$ cat config.mk
export PLATFORM = sky130hd
export DESIGN_NAME = fold_cascade
export DESIGN_NICKNAME = d
export VERILOG_FILES = /design/src/rtl/fold_pkg.sv /design/src/rtl/fold_keydec.sv /design/src/rtl/fold_sched.sv /design/src/rtl/fold_mac.sv /design/src/rtl/fold_cascade.sv
export SDC_FILE = /design/constraint.sdc
export NUM_CORES = 1
export LEC_CHECK = 0
export BUFFER_PORTS_ARGS = -buffer_cell sky130_fd_sc_hd__buf_2
export CAP_MARGIN = 20
export CORE_MARGIN = 2
export CORE_UTILIZATION = 50
export CTS_BUF_LIST = sky130_fd_sc_hd__clkbuf_16
export CTS_CLUSTER_DIAMETER = 150
export DETAILED_ROUTE_END_ITERATION = 16
export GPL_TIMING_DRIVEN = 0
export PLACE_DENSITY = 0.77
export SYNTH_ARGS = -nofsm -noshare
export SYNTH_HDL_FRONTEND = slang
export SYNTH_SLANG_ARGS = --single-unit
$ cat constraint.sdc
create_clock -name clk -period 10 [get_ports clk]
set_input_delay 1 -clock clk [delete_from_list [all_inputs] [get_ports clk]]
set_output_delay 1 -clock clk [all_outputs]
set_load 0.01 [all_outputs]
$ cat src/rtl/fold_pkg.sv
package fold_pkg;
  // Coefficient of tap i in section j; kept in one place so the datapath
  // and any model agree on the rule, not on a table.
  function automatic int tap_coef(input int j, input int i);
    return ((3 * i + 5 * j + 1) % 7) - 3;
  endfunction
endpackage

$ cat src/rtl/fold_keydec.sv
module fold_keydec #(
  parameter int K = 2,
  parameter int M = 3,
  parameter logic [2*K-1:0] SALT = 'hA,
  parameter int DEF_L = 1,
  localparam int KW = 2 * K,
  localparam int LW = $clog2(M + 1)
) (
  input  logic [KW-1:0] key,
  output logic [LW-1:0] sections
);
  logic [KW-1:0] raw;

  always_comb begin
    raw = key ^ SALT;
    if (raw >= KW'(1) && raw <= KW'(M)) sections = raw[LW-1:0];
    else                                 sections = LW'(DEF_L);
  end

  // decoded count is always a legal mode
  always_comb begin
    p_mode_range_r6: assert (sections >= LW'(1) && sections <= LW'(M));
  end
endmodule

$ cat src/rtl/fold_sched.sv
module fold_sched #(
  parameter int N = 4,
  parameter int M = 3,
  localparam int SW = $clog2(N * M),
  localparam int OW = $clog2(N),
  localparam int LW = $clog2(M + 1)
) (
  input  logic          clk,
  input  logic          rst,
  input  logic          start,
  output logic          busy,
  output logic [SW-1:0] slot,
  output logic [LW-1:0] sec,
  output logic [OW-1:0] op,
  output logic          op_first,
  output logic          op_last,
  output logic          slot_last
);
  assign op_first  = (op == '0);
  assign op_last   = (op == OW'(N - 1));
  assign slot_last = busy && (slot == SW'(N * M - 1));

  always_ff @(posedge clk) begin
    if (rst) begin
      busy <= 1'b0;
      slot <= '0;
      sec  <= '0;
      op   <= '0;
    end else if (start) begin
      busy <= 1'b1;
      slot <= '0;
      sec  <= '0;
      op   <= '0;
    end else if (busy) begin
      if (slot_last) begin
        busy <= 1'b0;
        slot <= '0;
        sec  <= '0;
        op   <= '0;
      end else begin
        slot <= slot + SW'(1);
        if (op_last) begin
          op  <= '0;
          sec <= sec + LW'(1);
        end else begin
          op <= op + OW'(1);
        end
      end
    end
  end

  // slots advance one per cycle inside a frame
  p_slot_step_r1: assert property (@(posedge clk) disable iff (rst)
    busy && !slot_last && !start |=> busy && (slot == $past(slot) + SW'(1)));
  // frame closes after its last slot unless a new sample arrives
  p_frame_end_r1: assert property (@(posedge clk) disable iff (rst)
    slot_last && !start |=> !busy);
  // a section hands over only after its last tap
  p_contig_r2: assert property (@(posedge clk) disable iff (rst)
    busy && op_last && !slot_last && !start |=> (sec == $past(sec) + LW'(1)) && op_first);
endmodule

$ cat src/rtl/fold_mac.sv
module fold_mac #(
  parameter int DW = 16,
  parameter int CW = 4,
  parameter int AW = 24
) (
  input  logic                 clk,
  input  logic                 rst,
  input  logic                 en,
  input  logic                 clr,
  input  logic signed [DW-1:0] a,
  input  logic signed [CW-1:0] b,
  output logic signed [AW-1:0] acc_q,
  output logic signed [AW-1:0] acc_nx
);
  logic signed [AW-1:0] prod;

  assign prod   = AW'(a) * AW'(b);
  assign acc_nx = (clr ? AW'(0) : acc_q) + prod;

  always_ff @(posedge clk) begin
    if (rst)     acc_q <= '0;
    else if (en) acc_q <= acc_nx;
  end

  // an idle unit keeps its partial sum
  p_acc_hold_r4: assert property (@(posedge clk) disable iff (rst)
    !en |=> $stable(acc_q));
endmodule

$ cat src/rtl/fold_cascade.sv
module fold_cascade #(
  parameter int N = 4,
  parameter int M = 3,
  parameter int DW = 16,
  parameter int CW = 4,
  parameter int K = 2,
  parameter logic [2*K-1:0] SALT = 'hA,
  parameter int DEF_L = 1,
  localparam int KW = 2 * K,
  localparam int LW = $clog2(M + 1),
  localparam int SW = $clog2(N * M),
  localparam int OW = $clog2(N),
  localparam int JW = (M > 1) ? $clog2(M) : 1,
  localparam int AW = DW + CW + $clog2(N) + 2
) (
  input  logic                 clk,
  input  logic                 rst,
  input  logic                 in_valid,
  input  logic signed [DW-1:0] in_data,
  input  logic [KW-1:0]        key,
  output logic                 out_valid,
  output logic signed [DW-1:0] out_data
);
  import fold_pkg::*;

  localparam logic signed [AW-1:0] HI = {{(AW-DW+1){1'b0}}, {(DW-1){1'b1}}};
  localparam logic signed [AW-1:0] LO = ~HI;

  function automatic logic signed [DW-1:0] clamp_dw(input logic signed [AW-1:0] v);
    if (v > HI)      return HI[DW-1:0];
    else if (v < LO) return LO[DW-1:0];
    else             return v[DW-1:0];
  endfunction

  // schedule and mode
  logic          busy, op_first, op_last, slot_last;
  logic [SW-1:0] slot;
  logic [LW-1:0] sec, dec_sections, mode_q;
  logic [OW-1:0] op;
  logic [JW-1:0] sec_ix;
  logic          start, op_live, null_slot, push, finish;

  assign start = in_valid && (!busy || slot_last);

  fold_keydec #(.K(K), .M(M), .SALT(SALT), .DEF_L(DEF_L)) u_dec (
    .key(key), .sections(dec_sections));

  fold_sched #(.N(N), .M(M)) u_sched (
    .clk(clk), .rst(rst), .start(start), .busy(busy), .slot(slot),
    .sec(sec), .op(op), .op_first(op_first), .op_last(op_last),
    .slot_last(slot_last));

  always_ff @(posedge clk) begin
    if (rst)        mode_q <= LW'(DEF_L);
    else if (start) mode_q <= dec_sections;
  end

  assign sec_ix    = sec[JW-1:0];
  assign op_live   = busy && (sec < mode_q);
  assign null_slot = busy && !op_live;
  assign push      = op_live && op_last && (sec + LW'(1) <  mode_q);
  assign finish    = op_live && op_last && (sec + LW'(1) == mode_q);

  // coefficient banks computed from the rule
  logic signed [CW-1:0] coef_rom [M][N];
  for (genvar gj = 0; gj < M; gj++) begin : g_bank
    for (genvar gi = 0; gi < N; gi++) begin : g_tap
      assign coef_rom[gj][gi] = CW'(tap_coef(gj, gi));
    end
  end

  // per-section input histories
  logic signed [DW-1:0] hist [M][N];
  logic signed [AW-1:0] acc_q, acc_nx;
  logic signed [DW-1:0] sec_res, opnd;
  logic signed [CW-1:0] cur_coef;

  assign opnd     = hist[sec_ix][op];
  assign cur_coef = coef_rom[sec_ix][op];
  assign sec_res  = clamp_dw(acc_nx);

  always_ff @(posedge clk) begin
    if (rst) begin
      for (int j = 0; j < M; j++)
        for (int i = 0; i < N; i++) hist[j][i] <= '0;
    end else begin
      if (start) begin
        for (int i = N - 1; i > 0; i--) hist[0][i] <= hist[0][i-1];
        hist[0][0] <= in_data;
      end
      for (int j = 1; j < M; j++) begin
        if (push && (int'(sec_ix) == j - 1)) begin
          for (int i = N - 1; i > 0; i--) hist[j][i] <= hist[j][i-1];
          hist[j][0] <= sec_res;
        end
      end
    end
  end

  fold_mac #(.DW(DW), .CW(CW), .AW(AW)) u_mac (
    .clk(clk), .rst(rst), .en(op_live), .clr(op_first),
    .a(opnd), .b(cur_coef), .acc_q(acc_q), .acc_nx(acc_nx));

  always_ff @(posedge clk) begin
    if (rst) begin
      out_valid <= 1'b0;
      out_data  <= '0;
    end else begin
      out_valid <= finish;
      if (finish) out_data <= sec_res;
    end
  end

  // null slots leave output and partial sum untouched
  p_null_quiet_r4: assert property (@(posedge clk) disable iff (rst)
    null_slot |=> !out_valid && $stable(out_data) && $stable(acc_q));
  // strobe is a single cycle
  p_one_valid_r5: assert property (@(posedge clk) disable iff (rst)
    out_valid |=> !out_valid);
  // result lands in the last slot of section l-1
  p_valid_slot_r5: assert property (@(posedge clk) disable iff (rst)
    finish |-> (int'(slot) + 1 == int'(mode_q) * N));
  // mode is frozen for the whole frame
  p_mode_hold_r7: assert property (@(posedge clk) disable iff (rst)
    busy && !start |=> $stable(mode_q));
  // reset leaves the block idle and cleared
  p_reset_r10: assert property (@(posedge clk)
    rst |=> !out_valid && !busy && (acc_q == '0) && (out_data == '0));
endmodule

==> metrics.md <==
| Metric | Value |
|---|---|
| Total grt overflow | 0 |
| Placed instance count | 1730 |
| DP Wirelength | 27.0 mm |
| Crit path DAT | 9650 ps |
| Clock power share | 20.9% |
| Final Hold Vio Count | 0 |
| Startpoint Class | flip-flop |
| Largest net degree at the start of global routing | 67 |
| # port buffers | 39 |
| TritonCTS Buffers | 26 |
| Area share of the largest cell type after synthesis | 39.5% |
| Post-CTS Hold Buffers | 0 |
| Core area | 0.0287 mm² |
| Most common cell after layout, fill and taps aside | edfxtp_1 |
| Clock Skew | 25.4 ps |
| Max_cap viols | 0 |
| Layout cells sized above 1 | 11.0% |
| Die area | 0.0305 mm² |
| Reg2reg start | u_sched.op[0] |
| Die Y | 175 µm |
| Leak Pwr | 0.00631 µW |
| Syn Inst Count | 1306 |
| I/O pin cnt | 40 |
| Final setup fails | 0 |
| Final worst-path cycle share | 94.0% |
| First-pass GRT wire length | 57.4 mm |
| Dominant synthesized flop cell | edfxtp_1 |
| # diodes | 0 |
| Power Dens Cells | 264 mW/mm² |
| CTS root buf | clkbuf_16 |
| Via/cell ratio | 5.91 |
| Antenna viol nets, final | 0 |
| Routed WL per cell | 20.5 µm |
| Nets@finish | 1501 |
| Reg2Reg Setup Slack | 600 ps |
| F_max | 106 MHz |
| Worst-Margin Slew | 925 ps |
| Combinational share of power | 50.6% |
| Yosys top cell by area | edfxtp_1 |
| CP Class | reg -> reg |
| Sw frac | 42.2% |
| RSZ-0062 raised after global routing | false |
| Hold path depth | 2 |
| WHS Endpoint | u_mac.acc_q[18] |
| Area Growth Syn to Fin | 10.4% |
| Critical path buffers and inverters | 8 |
| Average size of a mapped cell | 11.2 µm² |
| H-tree levels | 1 |
| Hold Path Class | reg -> reg |
| Gr usage total | 24.0% |
| Biggest cell delay along the critical path | 770 ps |
| Ys Warns | 0 |
| Synthesized cell area | 0.0146 mm² |
| Max-slew violations | 0 |
| Iter 0 DRT Violations | 1177 |
| Cell Count, Final, Fillers Out | 1774 |
| Relative slew slack | 38.4% |
| Synth Register Bits | 246 |
| P_sw | 1790 µW |
| Synth top area cells | edfxtp_1 40%, and2_1 7.4%, dfxtp_1 7.4%, ha_1 5.9%, mux4_2 5.1% |
| Row count | 62 |
| Pwr Total | 4250 µW |
| Status | complete, no violations |
| Mapped Nets | 1433 |
| Worst vdd ir | 0.212 mV |
| CP Data Required Time | 10250 ps |
| Async set or reset register ratio after synthesis | 0% |
| First-pass DRT Iterations | 8 |
| Clock-pin transition on the worst setup and hold timing paths | 60 ps |
| Tmin final | 9400 ps |
| Placer's final routability congestion estimate | 0.968 |
| Internal power | 2460 µW |
| Initial antenna violation count | 0 |
| Pre-CTS setup slack | -5.80 ps |
| Slowest-stage cell, CP | o41ai_4 |
| Final worst setup slack | 602 ps |
| Chip Width | 175 µm |
| FF-to-FF path depth | 31 |
| CTS tree | yes |
| R2r endpoint | hist[1][56] |
| Clock buffer depth | 3 |
| Netlist cell types | 66 |
| Worst Path Max Fanout | 10 |
| CP delay by family, top | compound AO/OA/AOI/OAI gates |
| Vias after detailed routing | 10500 |
| Initial Util | 50.8% |
| Critical path capture point type | flip-flop |
| Hold wc startpoint | u_mac.acc_q[18] |
| Worst skew pair latency | 540 ps |
| DRC violations left | 0 |
| Number of flops mapped to enable cells by yosys | 192 |
| Post-CTS Setup Bufs | 0 |
| Clk sinks | 246 |
| Sequential share of power | 28.5% |
| Register area share after synthesis | 47.0% |
| Vias in the first global route | 10300 |
| Commonest non-fill, non-tap cells in the layout | 192 x edfxtp_1, 173 x and2_1, 109 x nor2_1, 90 x nand2_1, 85 x a21oi_1 |
| Fin util | 56.1% |
| Final wirelength | 36.5 mm |
worst max path at each step:
stage	to	slack, ps	start	cells after the start
after floorplan	hist[1][58]	1730	u_sched.op[0]	32
after global placement	hist[1][58]	110	u_sched.op[0]	34
after detailed placement	hist[1][57]	-6	u_sched.op[0]	34
after CTS	hist[1][59]	30	u_sched.op[0]	34
after global routing	hist[1][56]	40	u_sched.op[0]	31
final	hist[1][56]	600	u_sched.op[0]	31
layer usage:
layer / wire length, µm / share of wire (%) / GRT usage [%]
met1: 16000 / 44 / 34.5
met2: 16800 / 46 / 38.3
met3: 2700 / 7.4 / 3.48
met4: 960 / 2.6 / 6.63
met5: 0 / 0 / 0
cell usage after synthesis, types with 2 or more instances:
cell	instances
nand3b_1	3
nand3_1	9
a41oi_1	13
dfxtp_1	54
mux4_2	33
o31a_1	4
xnor2_1	27
buf_2	7
xor2_1	9
a211oi_1	15
fa_1	35
o21ai_1	5
nand2_1	90
and4b_1	2
clkbuf_1	57
nand4b_1	12
o21a_1	6
a21o_1	17
a32oi_1	3
and3_1	5
a21oi_1	86
and2_1	173
a311oi_1	4
a21oi_2	2
mux2i_1	37
ha_1	69
nor2b_1	33
or3_1	2
buf_6	4
o21bai_1	16
or2_2	5
buf_1	14
nor2_1	109
a31oi_1	29
nand4_1	6
inv_1	30
nor3b_1	2
edfxtp_1	192
o211ai_1	9
nor3_1	9
mux2_2	3
o21ai_0	24
nand2b_1	18
o31ai_1	2
power groups by stage:
stage / sequential, µW / combinational, µW / clock, µW
2_1_floorplan: 1220 / 1600 / 0
3_3_place_gp: 1230 / 2050 / 0
3_5_place_dp: 1230 / 2090 / 0
4_1_cts: 1210 / 2110 / 895
5_1_grt: 1220 / 2330 / 931
6_report: 1210 / 2150 / 887
flip-flops by register name, summed over array words and instances, names as in the netlist, named ones only:
register / flops
u_mac.acc_q: 24
u_sched.sec: 2
u_sched.busy: 1
out_valid: 1
mode_q: 2
u_sched.op: 2
hist: 192
out_data: 16
u_sched.slot: 4
kinds of logic after synthesis:
kind of cell / share of synthesized area [%]
XOR/XNOR: 2.32
adder cells (fa/ha/maj): 10.7
multiplexers: 7.95
AO/OA/AOI/OAI: 11.3
flip-flops: 47.0
AND/OR/NAND/NOR: 17.6
buffers and inverters: 3.15
cell type report:
type | instances | area, µm²
fillers | 2408 | 12600
well taps | 384 | 480
clock inverters | 18 | 124
clock buffers | 26 | 651
inverters | 30 | 113
flip-flops and latches | 246 | 6850
repair buffers | 40 | 223
multi-input cells | 948 | 7290
plain buffers | 82 | 369
through the flow:
step           TNS [ps]  hold WS (ps)  area (µm²)
2_1_floorplan         0           432       14600
3_3_place_gp          0           438       15300
3_5_place_dp      -15.3           443       15300
4_1_cts               0           451       16100
5_1_grt               0           468       16100
6_report              0           449       16100
worst reg2reg max path: cells and delay by family (launching register included):
| kind | cells | cell delay [ps] |
|---|---|---|
| AOI/OAI and AO/OA | 11 | 2860 |
| xor gates and xnor gates | 1 | 120 |
| adders and majority gates | 5 | 2000 |
| buffers and inverters | 8 | 2100 |
| DFF | 1 | 330 |
| muxes | 1 | 340 |
| and+or+nand+nor | 5 | 1380 |
repair_timing:
| action | CTS | global route |
|---|---|---|
| endpoints found under the setup margin | 5 | 45 |
| endpoints found under the hold margin | 0 | 0 |
| pin swaps | 0 | 0 |
| gates resized for setup | 1 | 19 |
Power figures use the tool's default switching activity.
